### src/rtl/spi_eng_pkg.sv
package spi_eng_pkg;

    typedef enum logic [1:0] {
        ST_IDLE,
        ST_LEAD,
        ST_SHIFT,
        ST_TRAIL
    } eng_state_t;

    // Per-word settings captured when a word starts
    typedef struct packed {
        logic cap_fall;
        logic launch_fall;
        logic lsb_first;
    } eng_mode_t;

endpackage

### src/rtl/spi_eng_clkdiv.sv
module spi_eng_clkdiv #(
    parameter int RATIO_W = 8
) (
    input  logic               clk,
    input  logic               rst_n,
    input  logic               load,
    input  logic               active,
    input  logic [RATIO_W-1:0] ratio,
    output logic               tick
);
    logic [RATIO_W-1:0] half_in;
    logic [RATIO_W-1:0] half_q;
    logic [RATIO_W-1:0] cnt_q;

    // ratio >> 1 drops bit 0; ratios below 4 run at the fastest legal rate
    assign half_in = (ratio < RATIO_W'(4)) ? RATIO_W'(2) : (ratio >> 1);

    always_ff @(posedge clk or negedge rst_n) begin
        if (!rst_n) begin
            half_q <= RATIO_W'(2);
            cnt_q  <= '0;
        end else if (load) begin
            half_q <= half_in;
            cnt_q  <= half_in - RATIO_W'(1);
        end else if (active) begin
            if (cnt_q == '0) begin
                cnt_q <= half_q - RATIO_W'(1);
            end else begin
                cnt_q <= cnt_q - RATIO_W'(1);
            end
        end
    end

    assign tick = active && (cnt_q == '0);

endmodule

### src/rtl/spi_eng_fsm.sv
module spi_eng_fsm
    import spi_eng_pkg::*;
#(
    parameter int EDGE_W = 7
) (
    input  logic              clk,
    input  logic              rst_n,
    input  logic              enable,
    input  logic              tx_empty,
    input  logic              rx_full,
    input  logic              tick,
    input  logic              idle_high,
    input  logic [1:0]        lead_len,
    input  logic [EDGE_W-1:0] n_edges,
    output logic              start,
    output logic              frame_on,
    output logic              edge_stb,
    output logic              edge_rise,
    output logic              sclk_lvl,
    output logic              rx_push
);
    eng_state_t        state_q, state_d;
    logic [1:0]        lead_q;
    logic [EDGE_W-1:0] edges_q;
    logic              sclk_q;
    logic              push_q;
    logic              lead_last;

    assign lead_last = (lead_q == 2'd1);
    assign start     = (state_q == ST_IDLE) && enable && !tx_empty && !rx_full;
    assign frame_on  = (state_q != ST_IDLE);
    assign edge_stb  = enable && tick &&
                       (((state_q == ST_LEAD) && lead_last) || (state_q == ST_SHIFT));
    assign edge_rise = !sclk_q;
    assign sclk_lvl  = sclk_q;
    assign rx_push   = push_q;

    always_comb begin
        state_d = state_q;
        unique case (state_q)
            ST_IDLE:  if (start)                              state_d = ST_LEAD;
            ST_LEAD:  if (tick && lead_last)                  state_d = ST_SHIFT;
            ST_SHIFT: if (tick && edges_q == EDGE_W'(1))      state_d = ST_TRAIL;
            ST_TRAIL: if (tick)                               state_d = ST_IDLE;
        endcase
        if (!enable) begin
            state_d = ST_IDLE;
        end
    end

    // State register with its lead and edge counters
    always_ff @(posedge clk or negedge rst_n) begin
        if (!rst_n) begin
            state_q <= ST_IDLE;
            lead_q  <= '0;
            edges_q <= '0;
        end else begin
            state_q <= state_d;
            if (start) begin
                lead_q  <= lead_len;
                edges_q <= n_edges;
            end else begin
                if ((state_q == ST_LEAD) && tick) begin
                    lead_q <= lead_q - 2'd1;
                end
                if (edge_stb) begin
                    edges_q <= edges_q - EDGE_W'(1);
                end
            end
        end
    end

    // Registered outputs: serial clock level and push strobe
    always_ff @(posedge clk or negedge rst_n) begin
        if (!rst_n) begin
            sclk_q <= 1'b0;
            push_q <= 1'b0;
        end else begin
            if (start) begin
                sclk_q <= idle_high;
            end else if (edge_stb) begin
                sclk_q <= ~sclk_q;
            end
            push_q <= enable && (state_q == ST_TRAIL) && tick;
        end
    end

endmodule

### src/rtl/spi_eng_txsr.sv
module spi_eng_txsr #(
    parameter int DATA_W = 32,
    parameter int LEN_W  = 6
) (
    input  logic              clk,
    input  logic              rst_n,
    input  logic              load,
    input  logic [DATA_W-1:0] word,
    input  logic [LEN_W-1:0]  n_bits,
    input  logic              lsb_in,
    input  logic              cap,
    input  logic              launch,
    output logic              mosi
);
    logic [DATA_W-1:0] sr_q;
    logic              lsb_q;
    logic              pend_q;
    logic              adv;

    // Advance only on a launch edge that follows (or coincides with) a capture
    assign adv = launch && (cap || pend_q);

    always_ff @(posedge clk or negedge rst_n) begin
        if (!rst_n) begin
            sr_q   <= '0;
            lsb_q  <= 1'b0;
            pend_q <= 1'b0;
        end else if (load) begin
            lsb_q  <= lsb_in;
            pend_q <= 1'b0;
            if (lsb_in) begin
                sr_q <= word;
            end else begin
                sr_q <= word << (DATA_W - int'(n_bits));
            end
        end else begin
            if (adv) begin
                sr_q   <= lsb_q ? (sr_q >> 1) : (sr_q << 1);
                pend_q <= 1'b0;
            end else if (cap) begin
                pend_q <= 1'b1;
            end
        end
    end

    assign mosi = lsb_q ? sr_q[0] : sr_q[DATA_W-1];

endmodule

### src/rtl/spi_eng_rxsr.sv
module spi_eng_rxsr #(
    parameter int DATA_W = 32,
    parameter int LEN_W  = 6
) (
    input  logic              clk,
    input  logic              rst_n,
    input  logic              load,
    input  logic [LEN_W-1:0]  n_keep,
    input  logic              lsb_first,
    input  logic              cap,
    input  logic              miso,
    output logic [DATA_W-1:0] word
);
    localparam int IDX_W = $clog2(DATA_W);

    logic [DATA_W-1:0] w_q;
    logic [LEN_W-1:0]  cnt_q;

    always_ff @(posedge clk or negedge rst_n) begin
        if (!rst_n) begin
            w_q   <= '0;
            cnt_q <= '0;
        end else if (load) begin
            w_q   <= '0;
            cnt_q <= '0;
        end else if (cap && (cnt_q < n_keep)) begin
            if (lsb_first) begin
                w_q[cnt_q[IDX_W-1:0]] <= miso;
            end else begin
                w_q <= {w_q[DATA_W-2:0], miso};
            end
            cnt_q <= cnt_q + LEN_W'(1);
        end
    end

    assign word = w_q;

endmodule

### src/rtl/spi_shift_engine.sv
module spi_shift_engine
    import spi_eng_pkg::*;
#(
    parameter int DATA_W  = 32,
    parameter int LEN_W   = 6,
    parameter int RATIO_W = 8
) (
    input  logic               clk,
    input  logic               rst_n,
    input  logic               enable,
    input  logic [RATIO_W-1:0] clk_ratio,
    input  logic               cap_fall,
    input  logic               idle_high,
    input  logic               lead_delay,
    input  logic               launch_fall,
    input  logic               sel_active_high,
    input  logic [LEN_W-1:0]   tx_len,
    input  logic [LEN_W-1:0]   rx_len,
    input  logic [1:0]         bit_order,
    input  logic               tx_empty,
    input  logic [DATA_W-1:0]  tx_data,
    output logic               tx_pop,
    input  logic               rx_full,
    output logic               rx_push,
    output logic [DATA_W-1:0]  rx_data,
    output logic               sclk,
    output logic               mosi,
    input  logic               miso,
    output logic               sel
);
    localparam int EDGE_W = LEN_W + 1;

    function automatic logic [LEN_W-1:0] len_eff(input logic [LEN_W-1:0] l);
        if ((l == '0) || (int'(l) > DATA_W)) begin
            return LEN_W'(DATA_W);
        end
        return l;
    endfunction

    logic [LEN_W-1:0]  n_tx;
    logic [LEN_W-1:0]  n_rx_raw;
    logic [LEN_W-1:0]  n_rx;
    logic [1:0]        lead_len;
    logic              lsb_live;
    eng_mode_t         mode_q;
    logic [LEN_W-1:0]  keep_q;
    logic              start;
    logic              frame_on;
    logic              tick;
    logic              edge_stb;
    logic              edge_rise;
    logic              sclk_lvl;
    logic              cap;
    logic              launch;
    logic              mosi_sr;

    assign n_tx     = len_eff(tx_len);
    assign n_rx_raw = len_eff(rx_len);
    assign n_rx     = (n_rx_raw < n_tx) ? n_rx_raw : n_tx;
    assign lsb_live = (bit_order == 2'd1);
    assign lead_len = !lead_delay ? 2'd1 : (launch_fall ? 2'd2 : 2'd3);

    always_ff @(posedge clk or negedge rst_n) begin
        if (!rst_n) begin
            mode_q <= '0;
            keep_q <= '0;
        end else if (start) begin
            mode_q.cap_fall    <= cap_fall;
            mode_q.launch_fall <= launch_fall;
            mode_q.lsb_first   <= lsb_live;
            keep_q             <= n_rx;
        end
    end

    spi_eng_clkdiv #(.RATIO_W(RATIO_W)) u_div (
        .clk    (clk),
        .rst_n  (rst_n),
        .load   (start),
        .active (frame_on),
        .ratio  (clk_ratio),
        .tick   (tick)
    );

    spi_eng_fsm #(.EDGE_W(EDGE_W)) u_fsm (
        .clk       (clk),
        .rst_n     (rst_n),
        .enable    (enable),
        .tx_empty  (tx_empty),
        .rx_full   (rx_full),
        .tick      (tick),
        .idle_high (idle_high),
        .lead_len  (lead_len),
        .n_edges   ({n_tx, 1'b0}),
        .start     (start),
        .frame_on  (frame_on),
        .edge_stb  (edge_stb),
        .edge_rise (edge_rise),
        .sclk_lvl  (sclk_lvl),
        .rx_push   (rx_push)
    );

    assign cap    = edge_stb && (edge_rise ^ mode_q.cap_fall);
    assign launch = edge_stb && (edge_rise ^ mode_q.launch_fall);

    spi_eng_txsr #(.DATA_W(DATA_W), .LEN_W(LEN_W)) u_tx (
        .clk    (clk),
        .rst_n  (rst_n),
        .load   (start),
        .word   (tx_data),
        .n_bits (n_tx),
        .lsb_in (lsb_live),
        .cap    (cap),
        .launch (launch),
        .mosi   (mosi_sr)
    );

    spi_eng_rxsr #(.DATA_W(DATA_W), .LEN_W(LEN_W)) u_rx (
        .clk       (clk),
        .rst_n     (rst_n),
        .load      (start),
        .n_keep    (keep_q),
        .lsb_first (mode_q.lsb_first),
        .cap       (cap),
        .miso      (miso),
        .word      (rx_data)
    );

    assign tx_pop = start;
    assign sclk   = frame_on ? sclk_lvl : idle_high;
    assign mosi   = frame_on && mosi_sr;
    assign sel    = frame_on ? sel_active_high : ~sel_active_high;

endmodule

### config.mk
export PLATFORM = sky130hd
export DESIGN_NAME = spi_shift_engine
export DESIGN_NICKNAME = d
export VERILOG_FILES = /design/src/rtl/spi_eng_pkg.sv /design/src/rtl/spi_eng_clkdiv.sv /design/src/rtl/spi_eng_fsm.sv /design/src/rtl/spi_eng_txsr.sv /design/src/rtl/spi_eng_rxsr.sv /design/src/rtl/spi_shift_engine.sv
export SDC_FILE = /design/constraint.sdc
export NUM_CORES = 1
export LEC_CHECK = 0
export CORE_MARGIN = 2
export CORE_UTILIZATION = 45
export DETAILED_ROUTE_END_ITERATION = 8
export DONT_BUFFER_PORTS = 1
export HOLD_SLACK_MARGIN = 0.03
export SLEW_MARGIN = 30
export SYNTH_ARGS = -nofsm -noshare
export SYNTH_HDL_FRONTEND = slang
export SYNTH_SLANG_ARGS = --single-unit
### constraint.sdc
create_clock -name clk -period 3.9 [get_ports clk]
set_clock_uncertainty 0.1 [all_clocks]
set_input_delay 0.195 -clock clk [delete_from_list [all_inputs] [get_ports clk]]
set_output_delay 0.195 -clock clk [all_outputs]
set_load 0.05 [all_outputs]
==> results of run 1 <==
==> logic make-up after synthesis <==
logic type	synth area share [%]
adder cells (fa/ha/maj)	3.443
AO/OA/AOI/OAI	28.57
flip-flops	31.00
XOR/XNOR	1.707
AND/OR/NAND/NOR	17.80
multiplexers	12.22
buffers and inverters	5.251
==> routing by layer <==
metal / GRT usage (%) / wire length [um]
met4: 9.907 / 756
met5: 0 / 0
met2: 44.82 / 13270
met3: 4.695 / 2066
met1: 39.51 / 12650
==> timing repair <==
item	CTS	global route
hold buffers	35	0
setup endpoints to repair	0	0
endpoints found under the hold margin	148	0
==> power groups by stage <==
| stage | logic (W) | clock network, W | registers [W] |
|---|---|---|---|
| 6_report | 0.00207 | 0.000976 | 0.00176 |
| 5_1_grt | 0.00230 | 0.00105 | 0.00180 |
| 4_1_cts | 0.00205 | 0.000994 | 0.00176 |
| 3_5_place_dp | 0.00198 | 0 | 0.00178 |
| 3_3_place_gp | 0.00196 | 0 | 0.00177 |
| 2_1_floorplan | 0.00164 | 0 | 0.00162 |
==> flip-flops by register name, summed over array words and instances (netlist names) <==
name            cells
keep_q              6
u_div.half_q        7
u_rx.word          32
u_fsm.sclk_lvl      1
u_fsm.edges_q       7
u_rx.cnt_q          6
u_div.cnt_q         8
u_fsm.rx_push       1
mode_q              3
u_tx.sr_q          32
u_fsm.state_q       2
u_tx.pend_q         1
u_fsm.lead_q        2
==> area by class of cell <==
class	instances	area share, %
clock buffer	13	2.802
clock inverter	3	0.4540
inverter	25	0.9857
multi-input combinational	820	58.09
sequential	108	28.07
tap	260	3.372
timing repair buffer	66	6.226
==> worst min path at each step <==
stage                startpoint               end  depth (start not counted)
CTS                 tx_data[31]     u_tx.sr_q[31]                          4
global placement          rst_n   u_div.half_q[2]                          0
detailed placement        rst_n    u_div.cnt_q[3]                          0
finish                tx_len[5]  u_fsm.edges_q[1]                          3
global route          tx_len[5]  u_fsm.edges_q[1]                          3
floorplan                 rst_n         keep_q[0]                          0
==> layout by cell type (no fill, tap or decap), types with 11 or more instances in the layout <==
cell type / count
sky130_fd_sc_hd__ha_1: 24
sky130_fd_sc_hd__and2_1: 11
sky130_fd_sc_hd__dlygate4sd3_1: 34
sky130_fd_sc_hd__mux2i_1: 39
sky130_fd_sc_hd__nand2_1: 148
sky130_fd_sc_hd__a31oi_1: 13
sky130_fd_sc_hd__dfrtp_1: 106
sky130_fd_sc_hd__o22ai_1: 45
sky130_fd_sc_hd__o21ai_0: 29
sky130_fd_sc_hd__a221oi_1: 24
sky130_fd_sc_hd__nor3_1: 11
sky130_fd_sc_hd__nand3_1: 18
sky130_fd_sc_hd__nor2_1: 86
sky130_fd_sc_hd__a22oi_1: 18
sky130_fd_sc_hd__o211ai_1: 13
sky130_fd_sc_hd__inv_1: 22
sky130_fd_sc_hd__nor2b_1: 13
sky130_fd_sc_hd__a211oi_1: 49
sky130_fd_sc_hd__mux4_2: 17
sky130_fd_sc_hd__buf_4: 31
sky130_fd_sc_hd__mux2_2: 26
sky130_fd_sc_hd__a21oi_1: 77
==> per-stage QoR <==
stage	cells	hold slack, ns	total power (W)	area (um^2)	setup slack, ns
6_report	1295	0.04865	0.004812	9647	0.3387
5_1_grt	1295	0.05553	0.005148	9647	0.1264
4_1_cts	1295	0.04405	0.004806	9647	0.4189
3_5_place_dp	1244	-0.1974	0.003754	8965	0.5815
3_3_place_gp	1244	-0.1978	0.003731	8965	0.6329
2_1_floorplan	1042	-0.2006	0.003265	8721	0.8381
==> tightest hold or removal path, cell delays in order <==
cell and delay [ns]:
sky130_fd_sc_hd__nor2b_4 0.02, sky130_fd_sc_hd__inv_2 0.14, sky130_fd_sc_hd__a21oi_1 0.09
==> results.md, run 1 <==
Status:
- The flow ran to the end, and the final reports show no timing, DRC or antenna violations.

Place:
- Detailed placement finished with a half-perimeter wire length of 20190 um.
- The number of port buffers is 0.
- The final weighted congestion in routability-driven placement is 0.9984.

Setup path:
- The capturing element type of the critical path is a flop.
- The slowest stage of the critical path is the sky130_fd_sc_hd__dlygate4sd3_1 cell.
- For the worst flop-to-flop path, the logic depth is 11.
- The dominant delay contributor by cell family on the critical path is simple AND/OR/NAND/NOR gates.
- In this run the critical register-to-register path is launched from u_fsm.state_q[1].
- In this run the critical register-to-register path is captured at u_rx.word[7].
- The total buffers and inverters traversed by the critical path is 3.
- The setup check on the worst reg-to-reg path leaves a slack of 0.87 ns.
- The timing startpoint of the critical path is tx_len[5].
- The critical path's most frequent cell is sky130_fd_sc_hd__nand2_1.
- The arrival time of the worst setup path is 3.72 ns.
- Traced cell by cell, the critical path runs through dlygate4sd3_1, nor2b_1, inv_1, ha_1, buf_4, nor4b_1, a221o_1, nand2_1, nor2_1, nand2_1, o31ai_1.
- The end point of the critical path is u_tx.sr_q[1].
- The critical path required time is between 4 and 5 ns.
- The critical path start-end classification is in2reg.
- The critical path crosses 11 cells after its start point.
- The biggest cell delay along the critical path is approximately 0.63 ns.
- The startpoint class of the critical path is an input pin.
- The maximum net fanout on the critical path is 9.

Logic synthesis:
- The top cell type by area accounts for 30.70% of the synthesized area.
- The number of synthesized register bits is 108.
- After synthesis, the cell types taking the most area are sky130_fd_sc_hd__dfrtp_1, sky130_fd_sc_hd__nand2_1, sky130_fd_sc_hd__a21oi_1.
- By count the netlist is led by sky130_fd_sc_hd__nand2_1, sky130_fd_sc_hd__dfrtp_1, sky130_fd_sc_hd__nor2_1, sky130_fd_sc_hd__a21oi_1, sky130_fd_sc_hd__clkbuf_1.
- The number of library cell types mapped by synthesis is 76.
- The most frequently used cell type in the post-synthesis netlist is sky130_fd_sc_hd__nand2_1.
- For this run, the number of Yosys warnings is 0.
- The sequential area share after synthesis is 31.00%.
- The synthesized area per cell is 8.369 um^2.
- The mapped netlist covers 8721 um^2.
- The cell count after synthesis is 1042.
- For this run, the leading register cell type out of synthesis is sky130_fd_sc_hd__dfrtp_1.
- The cell type contributing the most total cell area after synthesis is sky130_fd_sc_hd__dfrtp_1.
- The number of nets in the synthesized netlist is 1131.
- The number of flops mapped to enable cells by yosys is 0.
- The share of synthesized flip-flops with an asynchronous set or reset is 100.0%.

Layout:
- Registers take 2708 um^2.
- 0 antenna diodes ended up in the layout.
- Cells with a size suffix above 1 make up 11.11% of the layout.
- Relative to the synthesized area, the layout overhead comes to 10.62%.
- The number of fill cells in the layout is 1813.
- The multi-input gate area in the final layout is 5604 um^2.
- At the end of the flow, the number of nets in the layout was ~1100.
- The core occupancy in the finished layout is between 50 and 60%.

Route:
- In the routed layout, each cell is associated on average with a via count of 6.463.
- The detailed router finished its first iteration with between 900 and 1000 violations.
- The total wire length after detailed routing is 28740 um.
- The detailed-routing iteration count for the pre-antenna-repair pass is 5.
- In the routed design, unresolved DRC markers number 0.
- After detailed routing, the average wire length per cell comes to ~22 um.
- The number of nets with antenna violations after detailed routing is 0.
- The vias after detailed routing is approximately 8400.

Power:
- The fraction of power consumed by sequential logic is 36.6%.
- The share of total power dissipated in combinational logic is 43.1%.
- The leakage power total is 3.733 nW.
- IR analysis of the VDD net gives a maximum drop of about 0.22 mV.
- In this run the power density over the cells is 498.8 nW/um^2.
- The total internal power is 0.002901 W.
- The reported net switching power is 0.001911 W.
- In this run switching power makes up ~40% of total power.
- The power share of the clock group is about a fifth.

Floorplan:
- Measured along the y axis, the die boundary spans approximately 140 um.
- The x dimension of the die is ~140 um.
- The starting density of the core is 46.31%.
- The core region is about 19000 um^2.
- The number of top-level design ports is 102.
- The die covers 20510 um^2.
- The site row count is 50.

STA:
- For the finished layout, the period the worst path requires is 3.561 ns.
- The ratio of final minimum period to clock period is 91.32%.
- Setup repair after global routing left no endpoint under its margin.
- The measured slew at the worst slew-check pin is about 1 ns.
- The achievable frequency is 280.8 MHz.
- The number of hold violations in the final report is 0.
- The accumulated negative setup slack is 0 ns.
- The number of setup violations in the final report is 0.
- The final number of max-transition violations is 0.
- The worst slew margin relative to its limit is 33.85%.

CTS:
- Clock tree synthesis selected as its root buffer the cell sky130_fd_sc_hd__clkbuf_16.
- The count of clock tree sinks is 108.
- The H-tree level count is 3.
- Gates resized during post-CTS repair numbered 0.
- The clock-pin slew on the worst setup and hold paths is around 0.07 ns.
- The post-CTS repair timing setup buffer count is 0.
- The later-pin clock latency in the skew report is 0.35 ns.
- TritonCTS built the clock tree.
- The number of buffers between clock root and the deepest sink is 2.
- Counting the buffers created by CTS gives 9.

Global route:
- The via count of the first global-routing pass is around 8000.
- The number of antenna violations at the first check in global routing is 0.
- Global routing consumed, over all layers together, 28.40% of the routing resources.
- The largest net degree at the start of global routing is 109.
- The wire length of the first global-routing pass is 45550 um.
- Summed over all layers, the global routing overflow is 0.

Run:
- The number of maximum-capacitance constraint violations is 0.

Worst hold path:
- The classification of the worst-slack hold path is in2reg.
Note: power is estimated with default switching activity, not from simulation.
==> inputs of run 2 (changes only) <==
--- a/config.mk
+++ b/config.mk
@@ -5,6 +5,7 @@
 export SDC_FILE = /design/constraint.sdc
 export NUM_CORES = 1
 export LEC_CHECK = 0
+export CORE_ASPECT_RATIO = 1.5
 export CORE_MARGIN = 2
 export CORE_UTILIZATION = 45
 export DETAILED_ROUTE_END_ITERATION = 8
==> run 2 against run 1 <==
Global-route usage fell by 0.13 points. Register-to-register slack got worse by 0.02 ns. Highest routed layer unchanged. Flip-flop and latch count did not move.
==> results.md, run 2 (synthesis results as in run 1) <==
Status:
- The run finished with clean final reports.

CTS:
- The tree is rooted in a sky130_fd_sc_hd__clkbuf_16.
- The clock tree from TritonCTS is done.
- The number of clock buffers added by TritonCTS is 9.
- The tree built by TritonCTS fans out to 108 sinks.
- The number of buffers between clock root and the deepest sink is 2.
- The H-tree level count is 3.
- After clock tree synthesis, the setup repair step added 0 buffers.
- The clock-pin slew on the worst setup and hold paths is approximately 0.07 ns.
- The later-pin clock latency in the skew report is 0.35 ns.

Floorplan:
- The die area is 20530 um^2.
- The site row count is 62.
- The floorplan step set the die height to 174.5 um.
- Pin placement for this block handled 102 I/O pins.
- The die is roughly 120 um wide.
- The initial utilization of the core area, before any placement, comes to 45.70%.
- The core box area is 19080 um^2.

STA:
- Setup repair after global routing left no endpoint under its margin.
- For this run, the top clock speed supported by timing is between 200 and 300 MHz.
- The final critical path takes up 88.13% of the cycle.
- In this run the tightest slew margin relative to its limit is between 30% and 40%.
- The number of hold violations in the final report is 0.
- The accumulated negative setup slack is 0 ns.
- The final number of max-transition violations is 0.
- The measured slew at the worst slew-check pin is 0.9915 ns.
- The number of setup violations in the final report is 0.
- Counting I/O delays and the setup requirement, the final critical path takes 3.437 ns.

Run:
- The tool flagged a number of max-cap violations equal to 0.

Place:
- During placement, the flow inserted port buffers numbering 0.
- The final weighted congestion in routability-driven placement is 0.9404.
- Once detailed placement completed, the half-perimeter wirelength came to about 21000 um.

Global route:
- The via count of the first global-routing pass is just over 8000.
- The total global routing track utilization is 28.27%.
- The number of antenna violations at the first check in global routing is 0.
- Entering global routing, the biggest net connects 109 pins.
- The wire length of the first global-routing pass is around 46000 um.
- The total grt overflow is 0.

Layout:
- The number of antenna diodes in the final layout is 0.
- The final layout contains 1121 nets.
- The share of cells above drive strength 1 is 11.20%.
- Compared with the post-synthesis result, the final layout area differs by 10.90%.
- The most frequent standard cell in the layout excluding fill and tap cells is sky130_fd_sc_hd__nand2_1.
- In the layout the commonest cells are sky130_fd_sc_hd__nand2_1, sky130_fd_sc_hd__dfrtp_1, sky130_fd_sc_hd__nor2_1.

Route:
- The iteration-0 DRC count of the detailed router is 808.
- The pre-antenna-repair detailed-routing pass consisted of 5 iterations.
- The total DRC errors in the routed layout is 0.
- The detailed router placed 8517 vias in this run.
- The total wire length after detailed routing is 29610 um.
- In the routed layout, each cell is associated on average with a via count of 6.592.
- The number of nets with antenna violations after detailed routing is 0.
- The mean routed wirelength per cell is 22.92 um.

Power:
- The total power density per cell area is 502.5 nW/um^2.
- The total power after layout is 0.004860 W.
- The worst vdd rail ir drop is 0.3604 mV.
- In this run the static leakage power is around 3.7 nW.

Setup path:
- STA classifies the critical path startpoint as an input pin.
- The library cell contributing the largest single delay on the critical path is sky130_fd_sc_hd__nor2_1.
- Traced cell by cell, the critical path runs through dlygate4sd3_1, nor2b_1, inv_1, ha_1, nor4b_1, a221oi_2, nor2_1, nand2_1, or4_1, o211ai_1.
- The critical path contains buffers and inverters numbering 2 combined.
- STA puts the critical path data required time at about 4 ns.
- On the critical path the largest part of the delay comes from simple AND/OR/NAND/NOR gates.
- The arrival time of the worst setup path is 3.60 ns.
- The maximum net fanout on the critical path is 13.
- The largest single stage delay on the critical path is 0.77 ns.
- The critical path is of the in2reg type.
- The capturing element type of the critical path is a flop.

Worst hold path:
- The min-delay analysis places its worst path in the category in2reg.
-- run 2: cell types whose count changed in the layout (fill, tap and decap cells not counted) --
cell	before	now
sky130_fd_sc_hd__clkbuf_8	3	1
sky130_fd_sc_hd__buf_12	0	1
sky130_fd_sc_hd__buf_4	31	32
sky130_fd_sc_hd__bufinv_16	1	2
-- run 2: per-stage QoR --
stage	setup WS, ns	hold slack [ns]	area (um^2)	util [%]	instances
after floorplan	0.8381	-0.2006	8721	-	1042
after global placement	0.6052	-0.1958	8967	46.99	1241
after detailed placement	0.5164	-0.1956	8987	47.10	1242
after CTS	0.4904	0.03539	9672	50.68	1292
after global routing	0.1977	0.05800	9672	50.68	1292
final	0.4628	0.04362	9672	50.68	1292
-- run 2: area by class of cell --
cell class,instances,area [um^2]
Tap cell,256,320.3
Timing Repair Buffer,68,628.1
Clock inverter,4,73.82
Sequential cell,108,2708
Inverter,25,95.09
Fill cell,1855,9412
Clock buffer,11,242.7
Multi-Input combinational cell,820,5604
-- run 2: path summary, 6_finish.rpt --
path / start / end / slack (ns) / depth (start not counted)
setup / recovery: tx_len[5] / u_tx.sr_q[9] / 0.46 / 10
hold / removal: rx_len[5] / keep_q[4] / 0.04 / 3
setup reg to reg: u_fsm.state_q[0] / u_tx.sr_q[9] / 0.85 / 9
hold reg to reg: u_div.half_q[6] / u_div.half_q[6] / 0.38 / 2
max in group asynchronous: rst_n / u_tx.sr_q[19] / 2.88 / 2
min in group asynchronous: rst_n / u_div.half_q[3] / 0.32 / 2
-- run 2: power breakdown --
| group | internal [W] | total [W] | switching [W] | leakage [nW] |
|---|---|---|---|---|
| logic | 0.000929 | 0.00209 | 0.00116 | 2.23 |
| clock network | 0.000578 | 0.000999 | 0.000421 | 0.156 |
| registers | 0.00144 | 0.00177 | 0.000333 | 1.36 |
-- run 2: worst reg2reg max path: cells and delay by family, from the launching register on --
family / cells / cell delay (ns)
compound gates: 1 / 0.12
fa+ha+maj: 1 / 0.25
buf+inv: 2 / 0.23
flops: 1 / 0.40
simple gates: 5 / 1.88
-- run 2: repair_timing --
item | CTS | global route
endpoints found under the hold margin | 146 | 0
endpoints found under the setup margin | 0 | 0
resized for setup | 0 | 0
hold buffers | 35 | 0
-- run 2: metal layers --
| layer | global-route usage [%] | vias to the layer above | wire length, um |
|---|---|---|---|
| li1 | - | 3913 | - |
| met1 | 31.42 | 4121 | 10930 |
| met2 | 49.01 | 387 | 14900 |
| met4 | 18.57 | 0 | 1900 |
| met3 | 5.413 | 96 | 1880 |
| met5 | 0 | - | 0 |
